<file path="config.mk">
export PLATFORM = sky130hd
export DESIGN_NAME = reload_pwm_timer
export DESIGN_NICKNAME = d
export VERILOG_FILES = /design/src/rtl/reload_pwm_timer.sv
export SDC_FILE = /design/constraint.sdc
export NUM_CORES = 1
export LEC_CHECK = 0
export BUFFER_PORTS_ARGS = -buffer_cell sky130_fd_sc_hd__buf_2
export CAP_MARGIN = 20
export CELL_PAD_IN_SITES_DETAIL_PLACEMENT = 1
export CELL_PAD_IN_SITES_GLOBAL_PLACEMENT = 1
export CORE_UTILIZATION = 49
export DETAILED_ROUTE_END_ITERATION = 12
export PLACE_DENSITY = 0.81
export SYNTH_ARGS = -nofsm -noshare
export SYNTH_HDL_FRONTEND = slang
export SYNTH_SLANG_ARGS = --single-unit
</file>
<file path="constraint.sdc">
create_clock -name clk -period 2.9 [get_ports clk]
set_input_delay 0.145 -clock clk [delete_from_list [all_inputs] [get_ports clk]]
set_output_delay 0.145 -clock clk [all_outputs]
set_load 0.005 [all_outputs]
</file>
<file path="src/rtl/reload_pwm_timer.sv">
module reload_pwm_timer #(
  parameter int W = 8
) (
  input  logic         clk,
  input  logic         rst_n,
  input  logic         wr_en,
  input  logic [1:0]   addr,
  input  logic [W-1:0] wdata,
  output logic [W-1:0] rdata,
  input  logic         irq_ack,
  input  logic         event_in,
  input  logic         latch_out,
  output logic         irq,
  output logic         pwm_pin
);
  localparam int RATE_W = 3;
  localparam int PS_W = (1 << RATE_W) - 1;
  localparam logic [W-1:0] TOP = '1;

  logic [W-1:0]    mode_q, cnt_q, reload_q, duty_q;
  logic [PS_W-1:0] ps_q, ps_mask;
  logic [2:0]      ev_q;
  logic            irq_q;

  logic              run, use_ev, ev_fall, pwm_on;
  logic [RATE_W-1:0] rate;
  logic              cnt_wr, ev_edge, ps_tick, tick, ovf;

  assign run     = mode_q[7];
  assign rate    = mode_q[6:4];
  assign ev_fall = mode_q[3];
  assign use_ev  = mode_q[2];
  assign pwm_on  = mode_q[0];

  assign ps_mask = {PS_W{1'b1}} >> rate;
  assign ps_tick = (ps_q & ps_mask) == ps_mask;
  assign ev_edge = ev_fall ? (ev_q[2] & ~ev_q[1]) : (ev_q[1] & ~ev_q[2]);
  assign tick    = run & (use_ev ? ev_edge : ps_tick);
  assign cnt_wr  = wr_en && (addr == 2'd1);
  assign ovf     = tick && (cnt_q == TOP) && !cnt_wr;

  always_ff @(posedge clk) begin
    if (!rst_n) begin
      mode_q   <= '0;
      cnt_q    <= '0;
      reload_q <= '0;
      duty_q   <= '0;
      ps_q     <= '0;
      ev_q     <= '0;
      irq_q    <= 1'b0;
    end else begin
      ev_q <= {ev_q[1:0], event_in};
      ps_q <= run ? ps_q + 1'b1 : '0;

      if (wr_en) begin
        case (addr)
          2'd0:    mode_q   <= wdata;
          2'd2:    reload_q <= wdata;
          2'd3:    duty_q   <= wdata;
          default: ;
        endcase
      end

      if (cnt_wr)
        cnt_q <= wdata;
      else if (tick)
        cnt_q <= (cnt_q == TOP) ? reload_q : cnt_q + 1'b1;

      if (ovf)
        irq_q <= 1'b1;
      else if (irq_ack)
        irq_q <= 1'b0;
    end
  end

  always_comb begin
    case (addr)
      2'd0:    rdata = mode_q;
      2'd1:    rdata = cnt_q;
      2'd2:    rdata = reload_q;
      default: rdata = duty_q;
    endcase
  end

  assign irq     = irq_q;
  assign pwm_pin = pwm_on ? (cnt_q < duty_q) : latch_out;


  ovf_irq_chk: assert property (@(posedge clk) disable iff (!rst_n)
    ovf |=> irq_q);


  ovf_load_chk: assert property (@(posedge clk) disable iff (!rst_n)
    ovf |=> cnt_q == $past(reload_q));


  irq_hold_chk: assert property (@(posedge clk) disable iff (!rst_n)
    irq_q && !irq_ack |=> irq_q);


  frozen_chk: assert property (@(posedge clk) disable iff (!rst_n)
    !run && !cnt_wr |=> $stable(cnt_q));


  step_chk: assert property (@(posedge clk) disable iff (!rst_n)
    !cnt_wr && cnt_q != TOP |=> (cnt_q == $past(cnt_q)) || (cnt_q == $past(cnt_q) + 1'b1));


  cnt_wr_chk: assert property (@(posedge clk) disable iff (!rst_n)
    cnt_wr |=> cnt_q == $past(wdata));
endmodule

</file>
==> reports/qor.tcl, run 1 <==
set qor(r2r_setup_slk_ns) 0.92
set qor(worstReg2RegEnd) {cnt_q[5]}
set qor(cts_hold_repair.buffers) 0
set qor(fin_tns_setup_ns) 0
set qor(cts-htree-levels) 2
set qor(reg2reg_depth) 6
set qor(std_cell_rows) 24
set qor(die_width_um) 71.44
set qor(commonest_non_fill_non_tap_cell_in_the_layout) {dfxtp_1}
set qor(post_cts.resized_instances) 0
set qor(ys_async_sr_fraction_pct) 0
set qor(worst_hold_startpoint) {event_in}
set qor(timing.final.crit_share_pct) 74.18
set qor(detailedPlacementHpwl_um) 4027
set qor(detailedPlace.worstSlack_ns) 0.8943
set qor(outcome) {complete, no violations}
set qor(drive_gt1_share_pct) 20.31
set qor(drc_errors) 0
set qor(grt_overflow) 0
set qor(worst_clock_skew_ns) 0.006475
set qor(placed_cells_incl_taps) 306
set qor(post_drt_wl_per_cell_um) 18.14
set qor(post_layout_nonfiller_instances) 313
set qor(syn-num-nets) 265
set qor(total_track_usage_pct) 24.83
set qor(setup_ws_ns) 0.7487
set qor(syn_inst) 240
set qor(critical_path_required_ns) 2.76
set qor(power.density_cell_area_nw_per_um2) 447.1
set qor(number_of_global_route_vias_before_repair) 1869
set qor(cp-start-kind) {flop}
set qor(placement.io_buffers) 25
set qor(tritoncts) {done}
set qor(rr_startpoint) {mode_q[5]}
set qor(critPathCaptureType) {output port}
set qor(ys_ff_latch) 43
set qor(grt_max_degree) 44
set qor(critPathMaxStageDelay_ns) 0.45
set qor(num_io_pins) 26
set qor(die_height_um) 71.44
set qor(hold_violations) 0
set qor(vias) 1849
set qor(core_area_um2) 4504
set qor(min-delay-path-class) {in2reg}
set qor(clock_sink_count) 43
set qor(postRouteAntennaNets) 0
set qor(final_cell_mix) {43 x dfxtp_1, 26 x mux2i_1, 25 x nor2b_1, 25 x buf_2, 16 x nand3_1}
set qor(syn_avg_cell_area_um2) 9.843
set qor(synth_largest_type_area_fraction_pct) 36.44
set qor(hold_end) {ev_q[0]}
set qor(grt_pass1_wl_um) 9528
set qor(n_antenna_cell) 0
set qor(synth-warning-count) 0
set qor(drt-pass1-iter-count) 4
set qor(die_area_um2) 5103
set qor(synth-edff-count) 0
set qor(ys_top_cells_by_area) {dfxtp_1 36%, mux2i_1 11%, mux4_2 6.7%}
set qor(final_wirelength_um) 5678
set qor(synth-main-ff-cell) {dfxtp_1}
set qor(fmaxAchievable_mhz) 464.8
set qor(finalNetCount) 286
set qor(grt_antenna_before_repair) 0
set qor(worstPathArrival_ns) 2.01
set qor(setup_repair_after_global_routing_missed_its_margin) {false}
set qor(vdd_drop_max_mv) 0.2970
set qor(timing.final.crit_period_ns) 2.151
set qor(maxSlewViolCount) 0
set qor(cts_inserted_buffers) 5
set qor(critPathKind) {reg2out}
set qor(yosysTopAreaCell) {dfxtp_1}
set qor(slew-limit-headroom_pct) 49.04
set qor(crit_buf_inv) 1
set qor(cts-root-buf) {clkbuf_8}
set qor(crit_path_max_delay_family) {compound AO/OA/AOI/OAI gates}
set qor(post_cts.repair.setup_buffers) 0
set qor(maxCapViolCount) 0
set qor(worstHoldPathCells) 2
set qor(cp_common_cell) {a21oi_1}
set qor(worst_path_slowest_cell) {dfxtp_1}
set qor(report.final.setup_viol) 0
set qor(clock_path_buffers) 2
set qor(leakage_power_uw) 0.001072
set qor(avgViaCountPerCell) 5.907
set qor(crit_path_max_fanout) 6
set qor(gpl.final_weighted_congestion) 0.7679
set qor(areaGrowthSynthToFinish_pct) 8.951
set qor(synth_seq_area_share_pct) 36.44
set qor(netlist_area_um2) 2362
set qor(tightestPinTransition_ns) 0.7643
set qor(worst_skew_pair.late_latency_ns) 0.30
set qor(worstPathCellList) {ha_1 > a21oi_1 > nor2b_1 > o21ai_0 > a21oi_1 > o31ai_1 > buf_2}
set qor(yosysUniqueCellTypes) 51
set qor(clk_pin_slew_worst_paths_ns) 0.08
set qor(hold_ws_ns) 0.04995
set qor(detailedRoute.firstIterationViolations) 96
set qor(start_util_pct) 52.44
-- worst max-delay path by stage --
stage / startpoint / to / slack [ns] / cells after the start
2_1_floorplan: cnt_q[5] / cnt_q[2] / 1.28 / 6
3_3_place_gp: ps_q[1] / cnt_q[5] / 1.01 / 6
3_5_place_dp: mode_q[5] / cnt_q[5] / 0.89 / 6
4_1_cts: cnt_q[1] / pwm_pin / 0.74 / 7
5_1_grt: cnt_q[1] / pwm_pin / 0.59 / 7
6_report: cnt_q[1] / pwm_pin / 0.75 / 7
-- routing by layer --
layer  GRT usage (%)  vias to the layer above  routed length [um]
met3           4.641                        9                 281
met4           7.111                        0                  78
met1           34.29                      886                2695
met2           39.89                       49                2623
met5               0                        -                   0
li1                -                      905                   -
-- Yosys cell counts, types with 2 or more instances --
| master | count |
|---|---|
| buf_6 | 2 |
| nand2_1 | 9 |
| nand3_1 | 16 |
| o21ai_0 | 9 |
| nand4_1 | 7 |
| and2_1 | 5 |
| ha_1 | 9 |
| nand2b_1 | 3 |
| dfxtp_1 | 43 |
| xor2_1 | 6 |
| nor2_1 | 12 |
| inv_1 | 10 |
| a21oi_1 | 8 |
| o22ai_1 | 2 |
| clkbuf_2 | 2 |
| mux4_2 | 7 |
| a21o_2 | 2 |
| buf_2 | 2 |
| mux2i_1 | 26 |
| nor2b_1 | 25 |
| clkbuf_1 | 5 |
-- sequential cells by signal (all words and copies together), names as in the netlist --
register	count
duty_q	8
ps_q	7
cnt_q	8
ev_q	3
mode_q	8
reload_q	8
irq	1
-- logic make-up after synthesis --
family          Yosys count  share of synthesized area, %
mux                      34                         18.80
compound gates           37                         11.39
simple gates             87                         20.76
xor+xnor                  7                         2.595
flops                    43                         36.44
fa+ha+maj                 9                         4.767
buf+inv                  23                         5.244
-- metrics by stage --
| step | total power (uW) | util (%) | cell area, um^2 |
|---|---|---|---|
| after floorplan | 723.4 | - | 2362 |
| after global placement | 767.0 | 55.19 | 2486 |
| after detailed placement | 772.1 | 55.19 | 2486 |
| after global routing | 1201 | 57.14 | 2574 |
| after CTS | 1162 | 57.14 | 2574 |
| final | 1151 | 57.14 | 2574 |
-- report_power, final --
part,internal (uW),switching [uW],leakage [uW]
registers,608,20.9,0.000349
clock network,187,205,0.0000470
logic,61.7,68.5,0.000676
-- cell type report --
cell class,instances,area (um^2)
clock inverter,1,5.005
sequential,43,860.8
inverter,10,37.54
multi-input combinational,174,1383
clock buffer,6,82.58
timing repair buffer,27,140.1
fill,521,1931
tap,52,65.06
Power figures use the tool's default switching activity.
==> run 2: changes to the inputs <==
CORE_UTILIZATION = 41   (was 49)
PLACE_DENSITY = 0.72   (was 0.81)
clock period = 1.7 ns   (was 2.9 ns; I/O delays follow)
==> reports/qor.tcl, run 2 (same netlist as run 1, synthesis figures left out) <==
set qor(worst_path_slowest_cell) {dfxtp_2}
set qor(die_area_um2) 6069 ;# +19%
set qor(total_track_usage_pct) 22.18 ;# -2.7 points
set qor(n_antenna_cell) 0 ;# unchanged
set qor(slew-limit-headroom_pct) 61.68 ;# +13 points
set qor(cts-htree-levels) 2 ;# unchanged
set qor(total_power_uw) 2336 ;# +100%
set qor(fmaxAchievable_mhz) 565.6
set qor(p_comb_share_pct) 12.3 ;# +1.0 points
set qor(core_area_um2) 5540 ;# +23%
set qor(finalNetCount) 327 ;# +14%
set qor(areaGrowthSynthToFinish_pct) 32.73
set qor(maxSlewViolCount) 0 ;# unchanged
set qor(critPathCaptureType) {output port}
set qor(tritoncts) {done}
set qor(min-delay-path-class) {in2reg}
set qor(setup_ws_ns) -0.06798 ;# -0.8167 ns
set qor(clock_path_buffers) 2 ;# unchanged
set qor(avgViaCountPerCell) 5.336 ;# -9.7%
set qor(post_drt_wl_per_cell_um) 17.61 ;# -3.0%
set qor(violations) {setup timing}
set qor(grt_pass1_wl_um) 10070 ;# +5.7%
set qor(power_frac_seq_pct) 45.7 ;# -8.9 points
set qor(crit_buf_inv) 2 ;# +1
set qor(drive_gt1_share_pct) 41.25 ;# +21 points
set qor(maxCapViolCount) 0 ;# unchanged
set qor(net-switching-power_uw) 570.7 ;# +94%
set qor(commonest_non_fill_non_tap_cell_in_the_layout) {buf_4}
set qor(drc_errors) 0 ;# unchanged
set qor(postRouteAntennaNets) 0 ;# unchanged
set qor(gpl.final_weighted_congestion) 0.7814 ;# +1.8%
set qor(fillCellCount) 638 ;# +22%
set qor(clock_sink_count) 43 ;# unchanged
set qor(power.density_cell_area_nw_per_um2) 744.9 ;# +67%
set qor(die_width_um) 77.91 ;# +9.1%
set qor(fin_tns_setup_ns) -0.1417 ;# -0.1417 ns
set qor(grt_overflow) 0 ;# unchanged
set qor(setup_repair_after_global_routing_missed_its_margin) {true}
set qor(critPathKind) {reg2out}
set qor(outcome) {complete, but fails checks}
set qor(worst_skew_pair.late_latency_ns) 0.31 ;# about the same
set qor(cts_inserted_buffers) 5 ;# unchanged
set qor(hold_ws_ns) 0.06574 ;# +0.01579 ns
set qor(critical_path_required_ns) 1.62 ;# -1.14 ns
set qor(tightestPinTransition_ns) 0.5726 ;# -0.1917 ns
set qor(critPathMaxStageDelay_ns) 0.35 ;# -0.10 ns
set qor(place_area_um2) 2741 ;# +10%
set qor(placement.io_buffers) 25 ;# unchanged
set qor(hold_violations) 0 ;# unchanged
set qor(report.final.setup_viol) 3 ;# +3
set qor(detailedPlacementHpwl_um) 4382 ;# +8.8%
set qor(cts-root-buf) {clkbuf_8}
set qor(p_int_uw) 1765 ;# +110%
set qor(grt_max_degree) 25 ;# -43%
set qor(worst_clock_skew_ns) 0.01317 ;# +0.006695 ns
set qor(clk_pin_slew_worst_paths_ns) 0.08 ;# about the same
set qor(final_wirelength_um) 6602 ;# +16%
set qor(vdd_drop_max_mv) 0.4165 ;# +40%
set qor(std_cell_rows) 27 ;# +13%
set qor(final_cell_area_um2) 3136 ;# +22%
set qor(vias) 2001 ;# +8.2%
set qor(final_cell_mix) {38 x buf_4, 30 x dfxtp_1, 26 x mux2i_1}
set qor(die_height_um) 77.91 ;# +9.1%
set qor(num_io_pins) 26 ;# unchanged
set qor(crit_path_max_fanout) 3 ;# -3
set qor(timing.final.crit_period_ns) 1.768
set qor(grt_antenna_before_repair) 0 ;# unchanged
set qor(number_of_global_route_vias_before_repair) 1995 ;# +6.7%
set qor(drt-pass1-iter-count) 4 ;# unchanged
set qor(pwr-share-clk_pct) 42.0 ;# +7.9 points
set qor(swShare_pct) 24.44 ;# -1.1 points
set qor(timing.final.crit_share_pct) 104.0
set qor(leakage_power_uw) 0.001335 ;# +25%
set qor(start_util_pct) 42.64 ;# -9.8 points
set qor(crit_path_max_delay_family) {compound AO/OA/AOI/OAI gates}
set qor(worstPathCellList) {inv_2 > ha_4 > o21a_1 > o21ai_2 > a21oi_2 > o31ai_2 > buf_2}
set qor(detailedPlace.worstSlack_ns) -0.05291 ;# -0.9472 ns
set qor(worstPathArrival_ns) 1.68 ;# -0.33 ns
set qor(cp-start-kind) {flop}
set qor(detailedRoute.firstIterationViolations) 101 ;# +5.2%
## run 2: repair_timing
action / 4_1_cts / 5_1_grt
hold endpoints to repair: 1 / 0
setup buffers: 8 / 3
pin swaps: 11 / 18
endpoints found under the setup margin: 3 / 9
resized for setup: 24 / 25
hold buffers: 1 / 0
## run 2: metal layers
layer	routed length, um	vias to the layer above	GRT usage (%)
met4	52	0	6.852
met2	3251	39	37.61
li1	-	986	-
met1	3095	972	28.40
met5	0	-	0
met3	203	4	4.235
## run 2: worst paths after layout
kind                            cells past startpoint  slack (ns)      start        to
worst max-delay path                                7       -0.07  duty_q[4]   pwm_pin
worst max register to register                      9       -0.06  mode_q[5]  cnt_q[3]
worst min-delay path                                3        0.07   wdata[2]  cnt_q[2]
worst min register to register                      1        0.44    ev_q[0]   ev_q[1]
## run 2: metrics by stage
step                      util [%]  cells
after floorplan                  -    240
after global placement       49.48    355
after detailed placement     49.48    355
after CTS                    54.07    372
after global routing         56.59    375
final                        56.59    375
## run 2: power by group through the flow
stage | registers (uW) | clock network [uW] | logic [uW]
6_report | 1070 | 982 | 286
5_1_grt | 1070 | 1040 | 313
4_1_cts | 1070 | 992 | 270
3_5_place_dp | 1090 | 0 | 250
3_3_place_gp | 1090 | 0 | 247
2_1_floorplan | 1080 | 0 | 154
## run 2: area by class of cell
| class | count | area (um^2) | share of cell area (%) |
|---|---|---|---|
| Inverter | 10 | 37.54 | 1.197 |
| Clock buffer | 5 | 68.82 | 2.195 |
| Tap cell | 72 | 90.09 | 2.873 |
| Clock inverter | 3 | 67.56 | 2.155 |
| Multi-Input combinational cell | 174 | 1509 | 48.12 |
| Sequential cell | 43 | 884.6 | 28.21 |
| Timing Repair Buffer | 68 | 478.0 | 15.24 |
## run 2: tightest hold or removal path, cell delays in order
cell,delay [ns]
buf_2,0.11
nand3_1,0.07
nand3_1,0.07
==> run 3: changes to the inputs <==
CORE_ASPECT_RATIO = 0.9   (was unset)
==> reports/qor.tcl, run 3 (same netlist as run 1, synthesis figures left out) <==
set qor(grt_overflow) 0 ;# unchanged
set qor(placed_cells_incl_taps) 354 ;# -0.28%
set qor(worst_path_slowest_cell) {dfxtp_1}
set qor(critPathCaptureType) {output port}
set qor(final_wirelength_um) 7143 ;# +8.2%
set qor(place_area_um2) 2765 ;# +0.87%
set qor(timing.final.crit_period_ns) 1.795 ;# +0.02699 ns
set qor(violations) {setup timing}
set qor(post_layout_nonfiller_instances) 372 ;# -0.80%
set qor(number_of_global_route_vias_before_repair) 2090 ;# +4.8%
set qor(finalNetCount) 329 ;# +0.61%
set qor(commonest_non_fill_non_tap_cell_in_the_layout) {buf_4}
set qor(p_comb_share_pct) 13.4 ;# +1.1 points
set qor(leakage_power_uw) 0.001358 ;# +1.7%
set qor(detailedRoute.firstIterationViolations) 114 ;# +13%
set qor(vias) 2072 ;# +3.5%
set qor(postRouteAntennaNets) 0 ;# unchanged
set qor(tightestPinTransition_ns) 0.3755 ;# -0.1971 ns
set qor(std_cell_rows) 25 ;# -7.4%
set qor(total_track_usage_pct) 24.86 ;# +2.7 points
set qor(grt_antenna_before_repair) 0 ;# unchanged
set qor(drive_gt1_share_pct) 40.00 ;# -1.3 points
set qor(maxSlewViolCount) 0 ;# unchanged
set qor(worstPathCellList) {nand2b_1 > a21oi_4 > nor2b_4 > o21ai_2 > a21oi_2 > o31ai_1 > buf_2}
set qor(swShare_pct) 23.70 ;# -0.74 points
set qor(power_frac_seq_pct) 45.7 ;# about the same
set qor(critPathKind) {reg2out}
set qor(drt-pass1-iter-count) 4 ;# unchanged
set qor(n_antenna_cell) 0 ;# unchanged
set qor(placement.io_buffers) 25 ;# unchanged
set qor(cp-start-kind) {flop}
set qor(critPathMaxStageDelay_ns) 0.36 ;# about the same
set qor(clock_path_buffers) 2 ;# unchanged
set qor(gpl.final_weighted_congestion) 0.9012 ;# +15%
set qor(detailedPlacementHpwl_um) 4872 ;# +11%
set qor(cts-htree-levels) 2 ;# unchanged
set qor(post_drt_wl_per_cell_um) 19.20 ;# +9.1%
set qor(final_cell_area_um2) 3149 ;# +0.44%
set qor(grt_max_degree) 30 ;# +20%
set qor(worst_skew_pair.late_latency_ns) 0.30 ;# about the same
set qor(maxCapViolCount) 0 ;# unchanged
set qor(setup_repair_after_global_routing_missed_its_margin) {true}
set qor(die_height_um) 74.01 ;# -5.0%
set qor(clock_sink_count) 43 ;# unchanged
set qor(critical_path_required_ns) 1.62 ;# about the same
set qor(slew-limit-headroom_pct) 74.92 ;# +13 points
set qor(report.final.setup_viol) 3 ;# unchanged
set qor(area.sequential_um2) 888.4 ;# +0.42%
set qor(worstPathArrival_ns) 1.71 ;# +0.03 ns
set qor(clk_pin_slew_worst_paths_ns) 0.09 ;# about the same
set qor(die_width_um) 82.01 ;# +5.3%
set qor(fillCellCount) 603 ;# -5.5%
set qor(drc_errors) 0 ;# unchanged
set qor(cts-root-buf) {clkbuf_8}
set qor(pwr-share-clk_pct) 40.9 ;# -1.1 points
set qor(worst_clock_skew_ns) 0.01215 ;# -0.001015 ns
set qor(fin_tns_setup_ns) -0.1591 ;# -0.01734 ns
set qor(areaGrowthSynthToFinish_pct) 33.32
set qor(num_io_pins) 26 ;# unchanged
set qor(net-switching-power_uw) 551.4 ;# -3.4%
set qor(vdd_drop_max_mv) 0.4608 ;# +11%
set qor(multi_input_area_um2) 1509 ;# unchanged
set qor(p_int_uw) 1776 ;# +0.61%
set qor(final_cell_mix) {40 x buf_4, 31 x dfxtp_1, 26 x mux2i_1}
set qor(tritoncts) {done}
set qor(min-delay-path-class) {in2reg}
set qor(die_area_um2) 6070 ;# about the same
set qor(timing.final.crit_share_pct) 105.6 ;# +1.6 points
set qor(start_util_pct) 43.65 ;# +1.0 points
set qor(hold_violations) 0 ;# unchanged
set qor(crit_path_max_fanout) 3 ;# unchanged
set qor(power.density_cell_area_nw_per_um2) 738.9 ;# -0.80%
set qor(grt_pass1_wl_um) 10950 ;# +8.8%
set qor(core_area_um2) 5411 ;# -2.3%
set qor(outcome) {complete, but fails checks}
set qor(avgViaCountPerCell) 5.570 ;# +4.4%
set qor(fmaxAchievable_mhz) 557.1 ;# -1.5%
set qor(cts_inserted_buffers) 5 ;# unchanged
set qor(setup_ws_ns) -0.09497 ;# -0.02699 ns
## run 3: area by class of cell
type                    count  area share [%]
multi-input cells         174           47.91
flip-flops and latches     43           28.21
repair buffers             70           15.81
well taps                  67           2.662
clock buffers               6           2.304
clock inverters             2           1.907
inverters                  10           1.192
## run 3: per-layer routing
layer	vias to the layer above	part of all wire (%)	wire length, um	track usage, %
met5	-	0	0	0
met4	0	2.1	153	8.382
met3	12	3.7	261	4.294
met2	46	46	3287	38.29
met1	1018	48	3440	35.19
li1	996	-	-	-
## run 3: repair_timing
item / 4_1_cts / 5_1_grt
pin swaps: 10 / 18
setup endpoints to repair: 4 / 8
resized for setup: 25 / 22
setup buffers: 5 / 4
endpoints found under the hold margin: 1 / 0
hold buffers: 1 / 0
## run 3: final timing paths
path                                from        to  slack, ns  depth (start not counted)
worst max-delay path            cnt_q[0]   pwm_pin      -0.09                          7
worst min-delay path            wdata[1]  cnt_q[1]       0.07                          3
worst max register to register  cnt_q[1]  cnt_q[5]      -0.03                          8
worst min register to register   ev_q[0]   ev_q[1]       0.45                          1
## run 3: critical path: cells and delay by family, from the launching register on
kind	cells	cell delay, ns
flops	1	0.36
buf+inv	1	0.15
compound gates	4	0.64
simple gates	2	0.26
## run 3: through the flow
stage	hold WS (ns)	setup WS (ns)	utilization [%]	power [uW]
floorplan	0.2123	0.08170	-	1234
global placement	0.2931	-0.01372	51.10	1341
detailed placement	0.2952	-0.09875	51.10	1350
CTS	0.06427	-0.1645	55.68	2324
global route	0.09124	-0.1730	58.20	2414
finish	0.07268	-0.09497	58.20	2327
## run 3: power by group through the flow
stage                     clock network [uW]  logic [uW]  registers (uW)
final                                    952         311            1060
after CTS                                971         286            1070
after detailed placement                   0         261            1090
after floorplan                            0         154            1080
after global placement                     0         255            1090
after global routing                    1010         336            1070
